File: src/rtl/tmr_irq_pkg.sv
package tmr_irq_pkg;
   localparam int unsigned EVT_BITS    = 6;
   localparam int unsigned BIT_INTERVAL = 0;
   localparam int unsigned BIT_MATCH1   = 1;
   localparam int unsigned BIT_MATCH2   = 2;
   localparam int unsigned BIT_MATCH3   = 3;
   localparam int unsigned BIT_OVERFLOW = 4;
   localparam int unsigned BIT_EXTEVT   = 5;
   localparam int unsigned WORD_STRIDE  = 4;
endpackage

File: src/rtl/tmr_irq_decode.sv
module tmr_irq_decode #(
   parameter int unsigned NUM_CH    = 3,
   parameter int unsigned ADDR_W    = 8,
   parameter int unsigned STAT_BASE = 'h54,
   parameter int unsigned EN_BASE   = 'h60,
   parameter int unsigned STRIDE    = 4
) (
   input  logic              clk,
   input  logic              rst_n,
   input  logic [ADDR_W-1:0] addr_i,
   output logic [NUM_CH-1:0] stat_hit_o,
   output logic [NUM_CH-1:0] en_hit_o
);
   for (genvar k = 0; k < NUM_CH; k++) begin : g_hit
      localparam logic [ADDR_W-1:0] SA = ADDR_W'(STAT_BASE + k*STRIDE);
      localparam logic [ADDR_W-1:0] EA = ADDR_W'(EN_BASE + k*STRIDE);
      assign stat_hit_o[k] = (addr_i == SA);
      assign en_hit_o[k]   = (addr_i == EA);
   end

   AST_DEC_ONEHOT: assert property (@(posedge clk) disable iff (!rst_n)
      $onehot0({stat_hit_o, en_hit_o})) else $error("decode overlap");
endmodule

File: src/rtl/tmr_irq_chan.sv
module tmr_irq_chan #(
   parameter int unsigned EVT_W = 6
) (
   input  logic             clk,
   input  logic             rst_n,
   input  logic [EVT_W-1:0] evt_i,
   input  logic             clr_i,
   input  logic             en_we_i,
   input  logic [EVT_W-1:0] en_wdata_i,
   output logic [EVT_W-1:0] status_o,
   output logic [EVT_W-1:0] enable_o,
   output logic             irq_o
);
   logic [EVT_W-1:0] status_q, status_d;
   logic [EVT_W-1:0] enable_q;

   // a clearing read and a fresh event in one cycle: event wins
   always_comb begin
      status_d = clr_i ? '0 : status_q;
      status_d = status_d | evt_i;
   end

   always_ff @(posedge clk or negedge rst_n) begin
      if (!rst_n) begin
         status_q <= '0;
         enable_q <= '0;
      end else begin
         status_q <= status_d;
         if (en_we_i) enable_q <= en_wdata_i;
      end
   end

   assign status_o = status_q;
   assign enable_o = enable_q;
   assign irq_o    = |(status_q & enable_q);

   AST_STICKY: assert property (@(posedge clk) disable iff (!rst_n)
      !clr_i |=> ((status_q & $past(status_q)) == $past(status_q))) else $error("status lost");
   AST_CLR_KEEP_EVT: assert property (@(posedge clk) disable iff (!rst_n)
      clr_i |=> (status_q == $past(evt_i))) else $error("clear wrong");
   AST_IRQ_DROP: assert property (@(posedge clk) disable iff (!rst_n)
      (clr_i && evt_i == '0) |=> !irq_o) else $error("irq held");
   AST_IRQ_MASK: assert property (@(posedge clk) disable iff (!rst_n)
      (enable_q == '0) |-> !irq_o) else $error("irq unmasked");
endmodule

File: src/rtl/tmr_irq_rdmux.sv
module tmr_irq_rdmux #(
   parameter int unsigned NUM_CH = 3,
   parameter int unsigned EVT_W  = 6,
   parameter int unsigned DATA_W = 32
) (
   input  logic [NUM_CH-1:0]       stat_hit_i,
   input  logic [NUM_CH-1:0]       en_hit_i,
   input  logic [NUM_CH*EVT_W-1:0] status_i,
   input  logic [NUM_CH*EVT_W-1:0] enable_i,
   output logic [DATA_W-1:0]       word_o
);
   always_comb begin
      word_o = '0;
      for (int k = 0; k < NUM_CH; k++) begin
         if (stat_hit_i[k]) word_o = word_o | DATA_W'(status_i[k*EVT_W +: EVT_W]);
         if (en_hit_i[k])   word_o = word_o | DATA_W'(enable_i[k*EVT_W +: EVT_W]);
      end
   end
endmodule

File: src/rtl/tmr_irq_regs.sv
module tmr_irq_regs #(
   parameter int unsigned NUM_CH    = 3,
   parameter int unsigned EVT_W     = tmr_irq_pkg::EVT_BITS,
   parameter int unsigned ADDR_W    = 8,
   parameter int unsigned DATA_W    = 32,
   parameter int unsigned STAT_BASE = 'h54,
   parameter int unsigned EN_BASE   = 'h60
) (
   input  logic                    clk,
   input  logic                    rst_n,
   input  logic                    bus_sel,
   input  logic                    bus_wr,
   input  logic [ADDR_W-1:0]       bus_addr,
   input  logic [DATA_W-1:0]       bus_wdata,
   output logic [DATA_W-1:0]       bus_rdata,
   input  logic [NUM_CH*EVT_W-1:0] evt_i,
   output logic [NUM_CH-1:0]       irq_o
);
   localparam int unsigned STRIDE   = tmr_irq_pkg::WORD_STRIDE;
   localparam int unsigned STAT_END = STAT_BASE + NUM_CH*STRIDE;
   localparam int unsigned EN_END   = EN_BASE + NUM_CH*STRIDE;

   if (NUM_CH < 1) begin : g_bad_ch
      $error("NUM_CH must be at least 1");
   end
   if (EVT_W > DATA_W) begin : g_bad_w
      $error("EVT_W wider than data word");
   end
   if (STAT_END > EN_BASE && EN_END > STAT_BASE) begin : g_bad_map
      $error("status and enable windows overlap");
   end
   if (EN_END > (1 << ADDR_W) || STAT_END > (1 << ADDR_W)) begin : g_bad_addr
      $error("register window exceeds address space");
   end

   logic              rd_acc, wr_acc;
   logic [NUM_CH-1:0] stat_hit, en_hit;
   logic [NUM_CH*EVT_W-1:0] stat_all, en_all;
   logic [DATA_W-1:0] rd_word;

   assign rd_acc = bus_sel && !bus_wr;
   assign wr_acc = bus_sel &&  bus_wr;

   tmr_irq_decode #(
      .NUM_CH(NUM_CH), .ADDR_W(ADDR_W), .STAT_BASE(STAT_BASE),
      .EN_BASE(EN_BASE), .STRIDE(STRIDE)
   ) u_dec (
      .clk(clk), .rst_n(rst_n), .addr_i(bus_addr),
      .stat_hit_o(stat_hit), .en_hit_o(en_hit)
   );

   for (genvar k = 0; k < NUM_CH; k++) begin : g_ch
      tmr_irq_chan #(.EVT_W(EVT_W)) u_ch (
         .clk(clk), .rst_n(rst_n),
         .evt_i(evt_i[k*EVT_W +: EVT_W]),
         .clr_i(rd_acc && stat_hit[k]),
         .en_we_i(wr_acc && en_hit[k]),
         .en_wdata_i(bus_wdata[EVT_W-1:0]),
         .status_o(stat_all[k*EVT_W +: EVT_W]),
         .enable_o(en_all[k*EVT_W +: EVT_W]),
         .irq_o(irq_o[k])
      );

      AST_WR_IGNORED: assert property (@(posedge clk) disable iff (!rst_n)
         (wr_acc && stat_hit[k]) |=>
         (stat_all[k*EVT_W +: EVT_W] ==
          ($past(stat_all[k*EVT_W +: EVT_W]) | $past(evt_i[k*EVT_W +: EVT_W]))))
         else $error("status written");
      AST_RD_RETURNS: assert property (@(posedge clk) disable iff (!rst_n)
         (rd_acc && stat_hit[k]) |=>
         (bus_rdata == DATA_W'($past(stat_all[k*EVT_W +: EVT_W]))))
         else $error("read data mismatch");
   end

   tmr_irq_rdmux #(.NUM_CH(NUM_CH), .EVT_W(EVT_W), .DATA_W(DATA_W)) u_mux (
      .stat_hit_i(stat_hit), .en_hit_i(en_hit),
      .status_i(stat_all), .enable_i(en_all), .word_o(rd_word)
   );

   always_ff @(posedge clk or negedge rst_n) begin
      if (!rst_n)      bus_rdata <= '0;
      else if (rd_acc) bus_rdata <= rd_word;
   end

   AST_UNMAPPED_ZERO: assert property (@(posedge clk) disable iff (!rst_n)
      (rd_acc && stat_hit == '0 && en_hit == '0) |=> (bus_rdata == '0))
      else $error("unmapped read nonzero");
endmodule

File: config.mk
export PLATFORM = sky130hd
export DESIGN_NAME = tmr_irq_regs
export DESIGN_NICKNAME = d
export VERILOG_FILES = /design/src/rtl/tmr_irq_pkg.sv /design/src/rtl/tmr_irq_decode.sv /design/src/rtl/tmr_irq_chan.sv /design/src/rtl/tmr_irq_rdmux.sv /design/src/rtl/tmr_irq_regs.sv
export SDC_FILE = /design/constraint.sdc
export NUM_CORES = 1
export LEC_CHECK = 0
export BUFFER_PORTS_ARGS = -buffer_cell sky130_fd_sc_hd__buf_2
export CAP_MARGIN = 20
export CORE_MARGIN = 10
export CORE_UTILIZATION = 47
export DETAILED_ROUTE_END_ITERATION = 8
export PLACE_DENSITY = 0.83
export SLEW_MARGIN = 20
export SYNTH_ARGS = -nofsm -noshare
export SYNTH_HDL_FRONTEND = slang
export SYNTH_SLANG_ARGS = --single-unit
export TNS_END_PERCENT = 1
File: constraint.sdc
create_clock -name clk -period 1.4 [get_ports clk]
set_input_delay 0.14 -clock clk [delete_from_list [all_inputs] [get_ports clk]]
set_output_delay 0.14 -clock clk [all_outputs]
set_load 0.01 [all_outputs]
**Word-level counts from Yosys, hierarchy flattened**

Cells that the tools add are included.

- Equality and inequality tests: 6
- Mux-type cells: 9
- Bitwise gates (word level): 11
- Reductions and logical operators: 12

Operators with widths:

| cell | number |
|---|---|
| $mux 32 | 5 |
| $or 32x6->32 | 5 |
| $eq 8x7->1 const B | 6 |
| $mux 6 | 4 |
| $and 6x6->6 | 3 |
| $or 6x6->6 | 3 |
| $reduce_or 6->1 | 3 |
| $logic_and 1x1->1 | 8 |
| $logic_not 1->1 | 1 |

- Bits in registers: 68
- Bits of input ports: 62
- Output and inout bits: 35
- Logic and storage cells: 45

**Longest topological paths before layout**

Gate-level depths: netlist of run 1.

- Depth after elaboration: 12
- Mapped depth: 5
- Depth with buffers taken out: 4

**By module**

Synthesis of run 1 repeated with hierarchy kept, for this count alone.

- Cell total of the unflattened synthesis: 228
- Area total of the unflattened synthesis: 3284.4 sq um

By module, submodules not included:

| module | times used | cells an instance | area each (sq um) | sequential area each (sq um) |
|---|---|---|---|---|
| tmr_irq_chan | 3 | 30 | 478.0 | 300.3 |
| tmr_irq_regs | 1 | 75 | 1376.3 | 800.8 |
| tmr_irq_rdmux | 1 | 51 | 364.1 | 0.0 |
| tmr_irq_decode | 1 | 12 | 110.1 | 0.0 |

**Worst setup path after synthesis of run 1**

OpenSTA, ideal clock, no wires.

- Kind: input port to flip-flop
- Start point: in bus_addr[2]
- End point: reg g_ch[0].u_ch.enable_q[0]
- Library setup time: 125 ps
- Arrival: 1312 ps
- Data required time: 1275 ps
- Path slack: -36 ps
- Stages: 4
- Buffers on the path: 1
- Cells stage by stage: buf_6 nor3_1 nor3b_4 mux2_2

- Longest elaborated chain between the ends: 2

RTL lines:

| element | line | RTL |
|---|---|---|
| from (decl) | tmr_irq_regs.sv:13 | `input logic [ADDR_W-1:0] bus_addr,` |
| $eq 8x7->1 | tmr_irq_decode.sv:18 | `assign en_hit_o[k] = (addr_i == EA);` |
| $logic_and 1x1->1 | tmr_irq_regs.sv:57 | `.en_we_i(wr_acc && en_hit[k]),` |
| to (signal assigned) | tmr_irq_chan.sv:29 | `if (en_we_i) enable_q <= en_wdata_i;` |
| to (decl) | tmr_irq_chan.sv:15 | `logic [EVT_W-1:0] enable_q;` |

No other way between the ends.
A chain may end at the register's enable or synchronous reset.

**Final worst setup path of run 1**

- Start point: reg g_ch[2].u_ch.status_q[2]
- End point: out irq_o[2]

- Longest elaborated chain between the ends: 2

RTL lines:

| element | line | RTL |
|---|---|---|
| from (decl) | tmr_irq_chan.sv:14 | `logic [EVT_W-1:0] status_q, status_d;` |
| from (signal assigned) | tmr_irq_chan.sv:28 | `status_q <= status_d;` |
| $and 6x6->6 | tmr_irq_chan.sv:35 | `assign irq_o = \|(status_q & enable_q);` |
| $reduce_or 6->1 | tmr_irq_chan.sv:35 |  |
| to (decl) | tmr_irq_regs.sv:17 | `output logic [NUM_CH-1:0] irq_o` |

No other way between the ends.

==> impl_results.md, run 1 <==
* Outcome: complete, no violations
* Fin crit share at 93.23%
* Antenna violations before repair at 0
* Via-to-Cell Ratio at 5.557
* Post-synthesis adder-cell area fraction at 0%
* Num Clock Sinks at 42
* Cell Pwr Density at 978.4 nW/um^2
* Total internal power at 1.957 mW
* Maximum number of pins on one net before global-route repair at 43
* Footprint of the multi-input gates at 1015 sq um
* Fraction of the yosys area taken by sequential cells at 47.70%
* Number of global-route vias before repair at 1,644
* Instance count after placement with tap cells included at 288
* Synthesized flop and latch total at 42
* Instance area at placement at 2466 sq um
* Proportion of total power due to net switching at 22.90%
* First-pass GRT wire length at 8307 um
* Sequential fraction of design power at 50.1%
* Final-layout fill cell count at 383
* Simple-Gate Fraction of Synth Area at 11.75%
* Final weighted congestion in routability-driven placement at 0.8841
* Number of violations of the max-capacitance limit at 0
* Number of top-level design ports at 97
* Total number of placement rows at 24
* Floorplan die area at 7827 sq um
* XOR/XNOR Fraction of Synth Area at 0%
* Number of nets with antenna violations after detailed routing at 0
* Crit path capture type: primary output
* Drc violations at 0
* Setup clock skew after layout at 7.820 ps
* Leak at 1.184 nW
* Post-synth ARST share at 100.0%
* Area growth from synthesis to final layout at 17.72%
* Slew HR at 65.04%
* Final non-filler cell area at 2594 sq um
* VDD IR-drop max at 0.0007987 V
* DIE HEIGHT at 88.47 um
* Final WL at 5316 um
* Clock latency reported for the late side of the worst-skew pair at 290 ps
* Area inside the core boundary at 4444 sq um
* GRT Overall Usage at 13.59%
* Critical-path maximum fanout at 3
* Total inserted antenna cells at 0
* Prevailing post-synth register cell: dfrtp_1
* Worst-case clock buffer depth at 2
* Number of nets in the final layout at 306
* Synthesized area at 2203 sq um
* Most used cells in the layout excluding fill and tap cells: buf_2, dfrtp_1, conb_1
* Mean instance size in the synthesized netlist at 11.97 sq um
* Launch instance of the worst register-to-register path: g_ch[0].u_ch.enable_o[3]$_DFFE_PN0P_
* Final max-slew violation count at 0
* Synth Instances at 184
* Fraction of final layout cells sized beyond drive strength 1 at 39.75%
* Tightest Hold Check Type: in -> reg
* Maximum clock rate at 0.7661 GHz
* Worst Path Arrival at 1170 ps
* Final non-filler cell total at 296
* Critical Path RT at 1260 ps
* GR Overflow Total at 0
* Mux contribution to synthesized area at 11.07%
* Count of flip-flops with a built-in enable after synthesis at 0
* CP startpoint: g_ch[2].u_ch.status_o[2]$_DFF_PN0_
* CTS tree: built
* Tightest Pin Transition at 524.3 ps
* Total of warnings raised by yosys at 0
* Clock transition at the registers of the reported paths at 80 ps
* H-Tree Depth at 2
* First-pass DRT Iterations at 4
* Root buf cell: clkbuf_8
* Synthesized-area fraction occupied by ao, oa, aoi and oai cells at 18.34%
* Count of distinct cell types in the synthesized netlist at 38
* DRT iter0 DRCs at 105
* Initial core utilization at 49.58%
* Category of the most critical setup path: reg -> out
* WL/cell at 17.96 um
* Relative contribution of the clock network to total power at 37.4%
* Period minus WS final at 1305 ps
* Final hold vios at 0
* Power dissipated by switching net loads at 0.5812 mW
* Launching element type of the critical path: flip-flop
* RSZ-0062 raised after global routing: no
* Most common cell after layout, fill and taps aside: buf_2
* Detailed placement HPWL at 4350 um
* Die width at 88.47 um
* Min-Delay Startpoint: evt_i[10]
* Flip-flop and latch area at 1051 sq um
* Largest family of logic cells by synthesized area: compound AO/OA/AOI/OAI gates
* Overall via count from detail_route at 1,645
* Number of setup violations in the final report at 0
* Total CTS buffers at 5
* Quantity of I/O buffers inserted on ports at 44
* Comb power frac at 12.5%
[what timing repair did]
action / CTS / global route
hold buffers: 1 / 0
setup buffers: 0 / 0
hold endpoints to repair: 42 / 0
resized for setup: 0 / 1
setup endpoints to repair: 0 / 1
[cells in the mapped netlist, drive strengths merged, types with 2 or more instances]
cell    number  share of area [%]
nor2b        2               0.57
a21o        18                6.1
nor3         4                1.9
nor3b        4                2.1
nand2        3               0.62
o22ai        4                1.1
a221o        4                1.8
a22oi       17                5.8
buf         31                 11
mux2i        3                1.4
nand3        6                1.9
nor2         6                1.4
mux2        19                9.7
o22a         4                1.6
a31oi        2               0.57
clkbuf       2               0.34
dfrtp       42                 48
[power groups by stage]
stage	sequential [mW]	combinational, mW	clock (mW)
after floorplan	1.30	0.215	0
after global placement	1.29	0.310	0
after detailed placement	1.29	0.316	0
after CTS	1.27	0.319	0.970
after global routing	1.27	0.353	1.02
final	1.27	0.318	0.949
[logic make-up (layout without fill, tap and decap cells)]
group | after synthesis | after routing
AOI/OAI and AO/OA | 53 | 53
DFF | 42 | 42
and+or+nand+nor | 33 | 33
buffers and inverters | 33 | 68
muxes | 22 | 22
other | 1 | 26
[per-layer routing]
metal | vias up | wire (um) | global-route usage, %
met3 | 4 | 512 | 4.228
met4 | 0 | 23 | 3.084
met5 | - | 0 | 0
met1 | 803 | 2131 | 15.96
met2 | 78 | 2649 | 23.71
li1 | 760 | - | -
[sequential cells by signal, summed over array words and instances, names as in the netlist]
| signal | count |
|---|---|
| g_ch.u_ch.status_o | 18 |
| g_ch.u_ch.enable_o | 18 |
| bus_rdata | 6 |
[path summary, 6_finish.rpt]
check	endpoint	slack, ps	cells past startpoint
hold reg to reg	g_ch[2].u_ch.status_o[5]$_DFF_PN0_	520	1
setup reg to reg	bus_rdata[3]$_DFFE_PN0P_	280	4
setup / recovery	irq_o[2]	90	3
max in group asynchronous	g_ch[1].u_ch.status_o[5]$_DFF_PN0_	580	3
hold / removal	g_ch[1].u_ch.status_o[4]$_DFF_PN0_	20	2
min in group asynchronous	g_ch[1].u_ch.status_o[1]$_DFF_PN0_	430	3
[area by class of cell]
type,count,share of cell area [%]
flip-flops and latches,42,40.52
multi-input cells,134,39.12
repair buffers,61,13.51
clock buffers,6,3.184
well taps,52,2.508
clock inverters,1,1.158
[worst max-delay path, cell delays in order, from the launching register on]
cell,delay (ps)
dfrtp_1,430
a22oi_2,190
nand3_1,100
buf_2,150
[metrics by stage]
stage	setup TNS, ps	setup WS [ps]	power [mW]	util, %	hold slack [ps]
after global placement	-2009	-124.5	1.603	55.49	230.6
after global routing	0	15.48	2.645	58.36	12.12
after detailed placement	-2491	-148.6	1.609	55.49	232.5
final	0	94.74	2.538	58.36	17.79
after floorplan	-44.40	-7.400	1.514	-	-155.6
after CTS	0	32.93	2.558	58.25	15.21
No activity file was read; power rests on OpenSTA's default activity.
==> inputs of run 2 (changes only) <==
--- a/config.mk
+++ b/config.mk
@@ -11,6 +11,8 @@
 export CORE_UTILIZATION = 47
 export DETAILED_ROUTE_END_ITERATION = 8
 export PLACE_DENSITY = 0.83
+export REMOVE_ABC_BUFFERS = 1
+export SKIP_LAST_GASP = 1
 export SLEW_MARGIN = 20
 export SYNTH_ARGS = -nofsm -noshare
 export SYNTH_HDL_FRONTEND = slang
==> run 2 against run 1 <==
Against the previous run:
- worst setup slack worse by 49 ps
- count of clock-buffer cells in the layout stayed put
- clock power is 14% lower
- final area is 0.77% higher
- clock skew is 0.75 ps higher
- total power is 4.6% lower
- non-clock buffer count is 2 higher
- largest cell class unchanged
==> impl_results.md, run 2 (same netlist as run 1, synthesis figures left out) <==
* Outcome: complete, no violations
* Num Clock Sinks at 42
* Antenna violations before repair at 0
* Area growth from synthesis to final layout at 18.63%
* Critical-path maximum fanout at 6
* Total number of placement rows at 24
* Instance area at placement at 2474 sq um
* Area inside the core boundary at 4444 sq um
* Worst-case clock buffer depth at 2
* Overall via count from detail_route at 1,694
* Number of nets with antenna violations after detailed routing at 0
* Tightest hold margin at 12.68 ps
* Clock transition at the registers of the reported paths at 80 ps
* Category of the most critical setup path: in -> reg
* Setup clock skew after layout at 8.569 ps
* Number of top-level design ports at 97
* Leak at 1.190 nW
* Setup tns final at 0 ps
* GRT Overall Usage at 14.26%
* Final hold vios at 0
* Floorplan die area at 7827 sq um
* Number of nets in the final layout at 308
* Maximum number of pins on one net before global-route repair at 24
* CTS tree: built
* Maximum clock rate at 0.7383 GHz
* First-pass DRT Iterations at 5
* Fraction of final layout cells sized beyond drive strength 1 at 41.30%
* DRT iter0 DRCs at 100
* H-Tree Depth at 2
* Initial core utilization at 49.58%
* Root buf cell: clkbuf_8
* First-pass GRT wire length at 8645 um
* Quantity of I/O buffers inserted on ports at 44
* Number of global-route vias before repair at 1,739
* Final-layout fill cell count at 366
* Final WL at 5768 um
* WL/cell at 19.29 um
* Launching element type of the critical path: input pin
* Tightest Pin Transition at 531.0 ps
* Cell Pwr Density at 926.7 nW/um^2
* Tightest Hold Check Type: in -> reg
* RSZ-0062 raised after global routing: yes
* Critical Path RT at 1580 ps
* Worst Path Arrival at 1540 ps
* Total CTS buffers at 5
* VDD IR-drop max at 0.0005316 V
* Via-to-Cell Ratio at 5.666
* Most common cell after layout, fill and taps aside: buf_2
* Overall power after layout at 2.422 mW
* Final non-filler cell area at 2614 sq um
* GR Overflow Total at 0
* Clock latency reported for the late side of the worst-skew pair at 300 ps
* Final max-slew violation count at 0
* Total inserted antenna cells at 0
* Final design utilization at 58.81%
* Most used cells in the layout excluding fill and tap cells: buf_2, dfrtp_1, conb_1
* Fin crit share at 96.74%
* Drc violations at 0
* Number of setup violations in the final report at 0
* DIE HEIGHT at 88.47 um
* Die width at 88.47 um
* Crit path capture type: flip-flop
* Detailed placement HPWL at 4609 um
* Slew HR at 64.44%
* Period minus WS final at 1354 ps
* Final weighted congestion in routability-driven placement at 0.8740
* Number of violations of the max-capacitance limit at 0
==> run 2: final cells by class <==
type,instances,area (sq um),area share (%)
Sequential cell,42,1051,40.21
Multi-Input combinational cell,134,1025,39.21
Timing Repair Buffer,63,377.9,14.46
Clock buffer,6,82.58,3.159
Tap cell,52,65.06,2.489
Clock inverter,2,12.51,0.4787
==> run 2: routing by layer <==
layer,track usage [%],wire (um),vias up
li1,-,-,763
met1,15.64,2227,828
met2,25.79,2964,91
met3,4.412,505,12
met4,4.258,70,0
met5,0,0,-
==> run 2: metrics by stage <==
step,instances,setup WS [ps]
2_1_floorplan,176,-23.87
3_3_place_gp,288,-178.9
3_5_place_dp,288,-224.6
4_1_cts,297,38.00
5_1_grt,299,-7.440
6_report,299,45.60
==> run 2: timing repair <==
item                                    4_1_cts  5_1_grt
endpoints found under the hold margin        19        0
endpoints found under the setup margin        0        3
setup buffers                                 0        2
hold buffers                                  1        0
gates resized for setup                       0        4
==> run 2: path summary, 6_finish.rpt <==
| kind | startpoint | end | slack, ps | depth (start not counted) |
|---|---|---|---|---|
| worst min-delay path | evt_i[9] | g_ch[1].u_ch.status_o[3]$_DFF_PN0_ | 10 | 2 |
| max in group asynchronous | rst_n | g_ch[0].u_ch.enable_o[5]$_DFFE_PN0P_ | 590 | 3 |
| worst min register to register | bus_rdata[5]$_DFFE_PN0P_ | bus_rdata[5]$_DFFE_PN0P_ | 500 | 1 |
| worst max register to register | g_ch[2].u_ch.enable_o[3]$_DFFE_PN0P_ | bus_rdata[3]$_DFFE_PN0P_ | 210 | 4 |
| worst max-delay path | bus_addr[7] | g_ch[0].u_ch.enable_o[4]$_DFFE_PN0P_ | 50 | 5 |
| min in group asynchronous | rst_n | bus_rdata[2]$_DFFE_PN0P_ | 330 | 2 |
==> run 2: worst max-delay path, stage by stage <==
cell and delay (ps):
buf_2 100, and4bb_1 360, nand3_4 140, nor3b_4 400, mux2_2 390
==> run 2: where the power goes <==
part	switching [mW]	total [mW]	internal [mW]
clock network	0.421	0.817	0.396
registers	0.0248	1.27	1.25
logic	0.187	0.334	0.147
total	0.632	2.42	1.79
